## src/rtl/backoff_pkg.sv

```systemverilog
package backoff_pkg;

    typedef enum logic [1:0] {
        ST_IDLE  = 2'd0,
        ST_ARMED = 2'd1,
        ST_PAUSE = 2'd2
    } bo_state_e;

endpackage

```

## src/rtl/backoff_fsm.sv

```systemverilog
module backoff_fsm
    import backoff_pkg::*;
#(
    parameter bit SINGLE_CPU = 1'b0
) (
    input  logic clk,
    input  logic rst_n,
    input  logic op_start,
    input  logic op_fail,
    input  logic op_success,
    input  logic pause_done,
    output logic busy,
    output logic retry_ok,
    output logic pause_req,
    output logic grow
);

    localparam bit BACKOFF_ON = (SINGLE_CPU == 1'b0);

    bo_state_e state_q, state_d;
    logic      pause_req_q;
    logic      wait_end;
    logic      direct_retry;

    // next-state selection
    always_comb begin
        state_d = state_q;
        unique case (state_q)
            ST_IDLE: begin
                if (op_start) state_d = ST_ARMED;
            end
            ST_ARMED: begin
                if (op_start)                      state_d = ST_ARMED;
                else if (op_success)               state_d = ST_IDLE;
                else if (op_fail && BACKOFF_ON)    state_d = ST_PAUSE;
            end
            ST_PAUSE: begin
                if (op_start)        state_d = ST_ARMED;
                else if (op_success) state_d = ST_IDLE;
                else if (pause_done) state_d = ST_ARMED;
            end
            default: state_d = ST_IDLE;
        endcase
    end

    // state register
    always_ff @(posedge clk or negedge rst_n) begin
        if (!rst_n) state_q <= ST_IDLE;
        else        state_q <= state_d;
    end

    // registered outputs
    always_ff @(posedge clk or negedge rst_n) begin
        if (!rst_n) pause_req_q <= 1'b0;
        else        pause_req_q <= (state_q != ST_PAUSE) && (state_d == ST_PAUSE);
    end

    generate
        if (SINGLE_CPU) begin : g_direct
            logic dr_q;
            always_ff @(posedge clk or negedge rst_n) begin
                if (!rst_n) dr_q <= 1'b0;
                else        dr_q <= (state_q == ST_ARMED) && op_fail &&
                                    !op_start && !op_success;
            end
            assign direct_retry = dr_q;
        end else begin : g_paced
            assign direct_retry = 1'b0;
        end
    endgenerate

    // combinational outputs
    always_comb begin
        wait_end  = (state_q == ST_PAUSE) && pause_done && !op_start && !op_success;
        busy      = (state_q == ST_PAUSE);
        retry_ok  = wait_end || direct_retry;
        pause_req = pause_req_q;
        grow      = wait_end;
    end

    p_req_single_r3: assert property (@(posedge clk) disable iff (!rst_n)
        pause_req |=> !pause_req);
    p_req_with_busy_r3: assert property (@(posedge clk) disable iff (!rst_n)
        pause_req |-> busy);
    p_retry_ends_wait_r4: assert property (@(posedge clk) disable iff (!rst_n)
        (retry_ok && BACKOFF_ON) |=> !busy);
    p_fail_ignored_r7: assert property (@(posedge clk) disable iff (!rst_n)
        (busy && op_fail && !pause_done && !op_start && !op_success) |=> (busy && !pause_req));
    p_success_idle_r8: assert property (@(posedge clk) disable iff (!rst_n)
        (op_success && !op_start) |=> !busy);
    p_stray_done_r9: assert property (@(posedge clk) disable iff (!rst_n)
        (!busy && BACKOFF_ON) |-> !retry_ok);
    p_uni_nobusy_r10: assert property (@(posedge clk) disable iff (!rst_n)
        !BACKOFF_ON |-> (!busy && !pause_req));

endmodule

```

## src/rtl/backoff_count.sv

```systemverilog
module backoff_count #(
    parameter int LIMIT = 4096,
    parameter int CNT_W = 14
) (
    input  logic             clk,
    input  logic             rst_n,
    input  logic             load,
    input  logic             grow,
    output logic [CNT_W-1:0] cnt
);

    localparam logic [CNT_W-1:0] ONE    = CNT_W'(1);
    localparam logic [CNT_W-1:0] THRESH = CNT_W'(LIMIT);
    localparam logic [CNT_W-1:0] TOP    = CNT_W'(2 * LIMIT);

    logic [CNT_W-1:0] cnt_q;
    logic             may_double;

    always_comb may_double = (cnt_q <= THRESH);

    always_ff @(posedge clk or negedge rst_n) begin
        if (!rst_n)                  cnt_q <= ONE;
        else if (load)               cnt_q <= ONE;
        else if (grow && may_double) cnt_q <= {cnt_q[CNT_W-2:0], 1'b0};
    end

    assign cnt = cnt_q;

    p_load_one_r2: assert property (@(posedge clk) disable iff (!rst_n)
        load |=> (cnt == ONE));
    p_double_r5: assert property (@(posedge clk) disable iff (!rst_n)
        (grow && !load && cnt <= THRESH) |=> (cnt == ($past(cnt) + $past(cnt))));
    p_freeze_r6: assert property (@(posedge clk) disable iff (!rst_n)
        (grow && !load && cnt > THRESH) |=> $stable(cnt));
    p_no_overflow_r6: assert property (@(posedge clk) disable iff (!rst_n)
        (cnt <= TOP) && ($countones(cnt) == 1));

endmodule

```

## src/rtl/backoff_pacer.sv

```systemverilog
module backoff_pacer #(
    parameter bit SINGLE_CPU = 1'b0,
    parameter int LIMIT      = 4096,
    parameter int SCALE_SH   = 7,
    parameter int CNT_W      = $clog2(LIMIT) + 2,
    parameter int LEN_W      = CNT_W + SCALE_SH
) (
    input  logic             clk,
    input  logic             rst_n,
    input  logic             op_start,
    input  logic             op_fail,
    input  logic             op_success,
    input  logic             pause_done,
    output logic             busy,
    output logic             retry_ok,
    output logic             pause_req,
    output logic [LEN_W-1:0] pause_len
);

    logic             grow;
    logic [CNT_W-1:0] cnt;

    backoff_fsm #(.SINGLE_CPU(SINGLE_CPU)) u_fsm (
        .clk        (clk),
        .rst_n      (rst_n),
        .op_start   (op_start),
        .op_fail    (op_fail),
        .op_success (op_success),
        .pause_done (pause_done),
        .busy       (busy),
        .retry_ok   (retry_ok),
        .pause_req  (pause_req),
        .grow       (grow)
    );

    backoff_count #(.LIMIT(LIMIT), .CNT_W(CNT_W)) u_count (
        .clk   (clk),
        .rst_n (rst_n),
        .load  (op_start),
        .grow  (grow),
        .cnt   (cnt)
    );

    // whole wait issued at once: count scaled by 2**SCALE_SH
    assign pause_len = {cnt, {SCALE_SH{1'b0}}};

    p_len_hold_r7: assert property (@(posedge clk) disable iff (!rst_n)
        (busy && !pause_done && !op_start) |=> $stable(pause_len));
    p_len_quiet_r9: assert property (@(posedge clk) disable iff (!rst_n)
        (!busy && !op_start) |=> $stable(pause_len));

endmodule

```

## config.mk

```make
export PLATFORM = sky130hd
export DESIGN_NAME = backoff_pacer
export DESIGN_NICKNAME = d
export VERILOG_FILES = /design/src/rtl/backoff_pkg.sv /design/src/rtl/backoff_fsm.sv /design/src/rtl/backoff_count.sv /design/src/rtl/backoff_pacer.sv
export SDC_FILE = /design/constraint.sdc
export NUM_CORES = 1
export LEC_CHECK = 0
export ABC_AREA = 1
export ABC_CLOCK_PERIOD_IN_PS = 2300
export BUFFER_PORTS_ARGS = -buffer_cell sky130_fd_sc_hd__buf_2
export CAP_MARGIN = 10
export CORE_MARGIN = 3
export CORE_UTILIZATION = 45
export CTS_CLUSTER_SIZE = 40
export DETAILED_ROUTE_END_ITERATION = 16
export PLACE_DENSITY = 0.76
export SLEW_MARGIN = 20
export SYNTH_ARGS = -nofsm -noshare
export SYNTH_HDL_FRONTEND = slang
export SYNTH_SLANG_ARGS = --single-unit
```

## constraint.sdc

```tcl
create_clock -name clk -period 2.3 [get_ports clk]
set_input_delay 0.345 -clock clk [delete_from_list [all_inputs] [get_ports clk]]
set_output_delay 0.345 -clock clk [all_outputs]
set_load 0.02 [all_outputs]
```

-- Yosys cells after proc, flatten, opt, wreduce, memory -nomap -nowiden
Index checks and enable logic that the tools add are counted.
- word-level logic and storage cells: 27
- output and inout bits: 24
- flip-flop bits (word level): 17
- reductions and logical operators: 9
- order comparisons: 1
- equal/unequal tests: 4
- mux-type cells: 10
- operators with widths (cell ; count):
    $mux 14 ; 2
    $le 14x13->1 const B ; 1
    $mux 2 ; 7
    $pmux 2 s3 ; 1
    $logic_and 1x1->1 ; 5
    $eq 2x2->1 const B ; 2
    $eq 2x1->1 const B ; 1
    $logic_not 1->1 ; 2
    $logic_not 2->1 ; 1
    $ne 2x2->1 const B ; 1
    $reduce_bool 2->1 ; 1

-- Depth between registers and ports, before layout
Gate-level depths: netlist of run 1.
- depth in word-level cells: 7
- mapped depth: 9
- mapped depth without buffers: 8

-- Cells and area by module
Synthesis of run 1 repeated with hierarchy kept, for this count alone.
- cells, all modules: 133
- area, all modules: 952.2 um2
- by module, submodules not included (module ; area an instance (um2) ; seq. area each (um2) ; cells an instance ; times used):
    backoff_count ; 711.9 ; 351.6 ; 99 ; 1
    backoff_fsm ; 183.9 ; 75.1 ; 26 ; 1
    backoff_pacer ; 56.3 ; 0.0 ; 8 ; 1

-- Worst setup path before layout of run 1
Ideal clock, no wire load.
- path type: register to output
- from: reg u_fsm.state_q[0]
- to: out retry_ok
- cell stages (with the launch flop): 5
- arrival: 1022 ps
- slack: 933 ps
- data required time: 1955 ps
- path buffers: 1
- path through: dfrtp_1 -> nor2_4 -> nand2_4 -> nor2_8 -> buf_6
- longest elaborated chain between the ends: 4
- RTL lines (what ; RTL line ; source):
    start, declared ; backoff_fsm.sv:20 ; bo_state_e state_q, state_d;
    start signal, assigned ; backoff_fsm.sv:49 ; else state_q <= state_d;
    $eq 2x2->1 ; -- ;
    net busy ; backoff_pacer.sv:14 ; output logic busy,
    $logic_and 1x1->1 (3 in series) ; backoff_fsm.sv:74 ; wait_end = (state_q == ST_PAUSE) && pause_done && !op_start && !op_success;
    end, declared ; backoff_pacer.sv:15 ; output logic retry_ok,
The timed path passes the listed nets, and every way through them passes these cells.

-- Final worst setup path of run 1
- from: reg u_fsm.state_q[0]
- to: out retry_ok
- longest elaborated chain between the ends: 4
- RTL lines (what ; RTL line):
    $eq 2x2->1 ; backoff_fsm.sv:74
    $logic_and 1x1->1 (3 in series) ; backoff_fsm.sv:74
No other way between the ends.

==> results.cfg, run 1 <==
[status]
outcome = finished clean

[sta]
drv_slew = 0
min_period_ps = 1760
tns_ps = 0
finClkSkew_ps = 6.18
finalSetupViolations = 0
fmax_mhz = 568
finalHoldViolations = 0
rsz0062_at_grt = no
period_share_pct = 76.5

[floorplan]
start_util_pct = 48.4
die_w_um = 52.2
rows = 16
io_pins = 30
core_area_um2 = 1980
die_area_um2 = 2720
die_h_um = 52.2

[power_and_ir_drop]
ir_drop_mv = 0.314
power_frac_seq_pct = 61.0
power_switching_uw = 121
internal_power_uw = 378
power_uw = 500
leakage_nw = 0.654
swShare_pct = 24.3
pwr-share-clk_pct = 30.6
p_per_area_nw_per_um2 = 464
pwr-share-comb_pct = 8.4

[global_routing]
antenna_found_initial = 0
grt_usage_pct = 14.6
grt_overflow = 0
grt_max_degree = 18
grt_pass1_wl_um = 3020
grt_pass1_vias = 727

[clock_tree]
cts_tree = done
post_cts_resized = 0
numClockSinks = 17
cts_root_buffer = clkbuf_4
insertion_delay_ps = 280
path_clk_slew_ps = 100
numCtsBuffers = 3
cts_max_path_buffers = 2
htreeDepth = 1

[synthesis]
yosysMostFrequentCell = nand2_1
yosys_most_used_dff = dfrtp_1
yosysUniqueCellTypes = 18
synth_edf_count = 0
yosys.area.top_type_share_pct = 41.7
syn_avg_cell_area_um2 = 7.50
yosys-top-cells-count = nand2_1, nor2_1, dfrtp_1, nand3_1, inv_1
ys_seq_area_share_pct = 44.5
synthArstFlopShare_pct = 100
syn_area_um2 = 960
synth_top_cell_by_area = dfrtp_1
yosys_register_bits = 17
yosysWarnings = 0
synth_cells = 128
synth_area_leaders = dfrtp_1, nand2_1, nand3_1

[setup_path]
endpoint_kind = output pin
crit_family = flip-flops
cpPeakStageDelay_ps = 460
path_buf_inv = 1
crit_fanout = 15
critical_path.slowest_cell = dfrtp_1
crit_chain = nor2_4 > nand2_4 > nor2_8 > buf_2
crit_type = flop to output pin
crit_path_start_kind = flop
critPathRequiredTime_ps = 1960
cp.arrival_ps = 1420

[place]
io_buffers = 22
gp_congestion = 0.790
dp_hpwl_um = 1440
placed_cells = 172

[drt]
post_drt_wl_per_cell_um = 10.6
first_pass_iters = 4
routed_via_density = 4.56
postRouteAntennaNets = 0
drc = 0
vias = 808
drt_iter0_drc = 17
routed_wl_um = 1870

[layout]
finalNonFillerCells = 177
layout-drive-gt1-share_pct = 23.3
nets = 157
syn_to_final_growth_pct = 12.1
n_antenna_cell = 0

[flow_run]
cap_violations = 0

[hold_path]
hold_class = primary input to flop
==> what timing repair did <==
item                       in CTS  in global routing
setup endpoints to repair       0                  0
hold buffers                    1                  0
setup buffers                   0                  0
hold endpoints to repair       16                  0
==> logic make-up after synthesis <==
logic type | count (synthesis) | synth area share (%)
simple gates | 78 | 37.2
other cells | 1 | 0.391
flops | 17 | 44.5
buf+inv | 29 | 16.0
compound gates | 3 | 1.96
==> power by group through the flow <==
stage / Clock, mW / Combinational, mW / Sequential [mW]
detailed placement: 0 / 0.0412 / 0.311
global placement: 0 / 0.0395 / 0.310
global route: 0.174 / 0.0467 / 0.305
finish: 0.153 / 0.0420 / 0.305
floorplan: 0 / 0.0341 / 0.311
CTS: 0.157 / 0.0426 / 0.305
==> state kept, by name, summed over array words and instances (netlist names) <==
signal and flops:
u_fsm.pause_req 1, u_fsm.state_q 2, u_count.cnt 14
==> routing by layer <==
metal	track usage, %	vias to the layer above	share of wire, %
met1	18.4	362	43
met3	2.85	2	5.9
li1	-	422	-
met5	0	-	0
met4	3.83	0	0.70
met2	25.3	22	50
==> final cells by class <==
cell class                      count  area (um2)
Fill cell                         191         906
Inverter                           18        67.6
Timing Repair Buffer               23         120
Sequential cell                    17         427
Multi-Input combinational cell     88         402
Clock buffer                        4        26.3
Tap cell                           27        33.8
==> placed cells by master, fill, tap and decap left out <==
cell and count:
a22oi_1 1, buf_2 22, clkbuf_1 1, clkbuf_4 3
conb_1 7, dfrtp_1 16, dfstp_2 1, dlygate4sd3_1 1
inv_1 15, inv_2 3, nand2_1 35, nand2_2 2
nand2_4 2, nand3_1 16, nor2_1 21, nor2_4 1
nor2_8 1, o21ai_0 1, o22ai_1 1
==> final timing paths <==
check	start	end	slack, ps	depth (start not counted)
hold reg to reg	u_count.cnt[0]$_DFFE_PN1P_	u_count.cnt[0]$_DFFE_PN1P_	490	2
setup / recovery	u_fsm.state_q[0]$_DFF_PN0_	retry_ok	540	4
max in group asynchronous	rst_n	u_count.cnt[0]$_DFFE_PN1P_	1480	2
setup reg to reg	u_count.cnt[7]$_DFFE_PN0P_	u_count.cnt[9]$_DFFE_PN0P_	900	8
hold / removal	pause_done	u_fsm.state_q[1]$_DFF_PN0_	310	2
min in group asynchronous	rst_n	u_count.cnt[6]$_DFFE_PN0P_	500	2
==> per-stage QoR <==
stage	util (%)	cell area, um2	setup slack [ps]	hold slack [ps]
floorplan	-	982	933	49.4
global placement	52.5	1040	771	281
global route	54.3	1080	478	291
detailed placement	52.5	1040	738	288
finish	54.3	1080	539	313
CTS	54.3	1080	541	310
Note: power is estimated with default switching activity, not from simulation.
==> run 2: changes to the inputs <==
- ABC_CLOCK_PERIOD_IN_PS: 2300 -> 1500
- CORE_UTILIZATION: 45 -> 44
- PLACE_DENSITY: 0.76 -> 0.77
- clock period: 2.3 -> 1.5 ns (I/O delays scaled with it)
==> run 2 against run 1 <==
  * Register-to-register slack lost 730 ps
  * Routed wire length grew 0.64%
  * Clock-buffer cell count is the same
  * Non-clock buffer count grew 5
  * Utilization grew 1.4 points
  * Die area grew 2.0%
  * First-iteration DRC count grew 5.9%
  * Clock skew grew 3.1 ps
  * Critical path depth grew 1
  * Sequential power grew 53%
  * Setup slack lost 440 ps
  * Via count grew 6.6%
  * Critical endpoint unchanged
==> results.cfg, run 2 (synthesis gave the netlist of run 1 again) <==
[place]
gp_congestion = 0.875
dp_hpwl_um = 1460
post-place-ws_ps = 133
dpl_cell_area_um2 = 1050
io_buffers = 22

[setup_path]
crit_type = flop to output pin
timing.rr.end = u_count.cnt[12]$_DFFE_PN0P_
cpPeakStageDelay_ps = 370
crit_path_start_kind = flop
crit_chain = inv_2 > nor2_4 > nand2_4 > nor2_8 > buf_6
crit_family = flip-flops
critPathRequiredTime_ps = 1270
path_buf_inv = 2
crit_fanout = 3
rr_worst_depth = 8
r2r_setup_slack_ps = 170
r2r_start = u_fsm.state_q[1]$_DFF_PN0_
critical_path.slowest_cell = dfrtp_1
cp.arrival_ps = 1170
crit_start = u_fsm.state_q[1]$_DFF_PN0_
endpoint_kind = output pin
cp-endpoint = retry_ok
path_depth = 5

[drt]
first_pass_iters = 4
vias = 861
drt_iter0_drc = 18
drc = 0
postRouteAntennaNets = 0
post_drt_wl_per_cell_um = 10.3
routed_via_density = 4.73
routed_wl_um = 1880

[floorplan]
die_w_um = 52.7
io_pins = 30
die_h_um = 52.7
die_area_um2 = 2780
core_area_um2 = 2020
start_util_pct = 47.5
rows = 16

[global_routing]
grt_pass1_vias = 785
grt-busiest-layer = met2
use_met3_pct = 3.13
grt_usage_pct = 15.3
grt_max_degree = 18
antenna_found_initial = 0
grt_overflow = 0
use_met1_pct = 18.7
grt_util_met2_pct = 25.8
grt_pass1_wl_um = 3190

[power_and_ir_drop]
power_uw = 776
ir_drop_mv = 0.499
p_per_area_nw_per_um2 = 689
leakage_nw = 0.679

[sta]
min_period_ps = 1400
finalHoldViolations = 0
rsz0062_at_grt = no
finalSetupViolations = 0
worst_slack_ps = 102
tns_ps = 0
drv_slew = 0
finClkSkew_ps = 9.32
period_share_pct = 93.2
fmax_mhz = 716

[clock_tree]
cts_max_path_buffers = 2
htreeDepth = 1
numClockSinks = 17
insertion_delay_ps = 280
cts_root_buffer = clkbuf_4
cts_tree = done
path_clk_slew_ps = 90
numCtsBuffers = 3

[layout]
layout_common_cells = nand2_1, nor2_1, buf_2
layout-drive-gt1-share_pct = 26.5
layout_commonest_cell = nand2_1
n_antenna_cell = 0
regMostFlops = u_count.cnt
fin_area_um2 = 1130
final_util_pct = 55.7
largest_reg_flops = 14
syn_to_final_growth_pct = 17.3
nets = 162

[flow_run]
cap_violations = 0

[status]
outcome = finished clean

[hold_path]
min_from = pause_done
hold_class = primary input to flop
run 2: what timing repair did:
| item | in CTS | in global routing |
|---|---|---|
| hold buffers | 1 | 0 |
| endpoints found under the hold margin | 16 | 0 |
| setup endpoints to repair | 1 | 12 |
| pin swaps | 1 | 1 |
| setup buffers | 2 | 1 |
| resized for setup | 2 | 2 |
run 2: worst min path at each step:
stage                                              to  depth (start not counted)  slack, ps
final                      u_fsm.state_q[1]$_DFF_PN0_                          2        180
after global routing       u_fsm.state_q[1]$_DFF_PN0_                          2        170
after CTS                  u_fsm.state_q[1]$_DFF_PN0_                          2        180
after detailed placement   u_count.cnt[9]$_DFFE_PN0P_                          1        170
after global placement     u_count.cnt[7]$_DFFE_PN0P_                          1        160
after floorplan           u_count.cnt[10]$_DFFE_PN0P_                          0        -70
run 2: layout make-up:
class	instances	area [um2]
Sequential cell	17	428
Fill cell	202	896
Inverter	18	67.6
Tap cell	27	33.8
Timing Repair Buffer	28	164
Multi-Input combinational cell	88	407
Clock buffer	4	26.3
run 2: routing by layer:
| metal | wire length (um) | up-vias |
|---|---|---|
| li1 | - | 427 |
| met1 | 807 | 403 |
| met2 | 943 | 29 |
| met3 | 115 | 2 |
| met4 | 14 | 0 |
| met5 | 0 | - |
run 2: through the flow:
step / hold slack [ps] / cells
after global placement: 164 / 174
after CTS: 177 / 181
final: 178 / 182
after floorplan: -70.6 / 134
after detailed placement: 165 / 174
after global routing: 165 / 182
run 2: report_power, final:
group | internal [mW] | switching (mW) | total [mW] | leakage (nW)
Sequential | 0.463 | 0.00351 | 0.466 | 0.230
Combinational | 0.0202 | 0.0521 | 0.0723 | 0.434
Clock | 0.103 | 0.134 | 0.237 | 0.0150
run 2: worst register-to-register path, stage by stage, from the launching register on:
cell and delay (ps):
dfrtp_1 370, inv_2 60, nor2_4 130, nand2_4 80
nor2_8 120, buf_4 170, buf_4 160, nand3_1 90
nand2_1 80
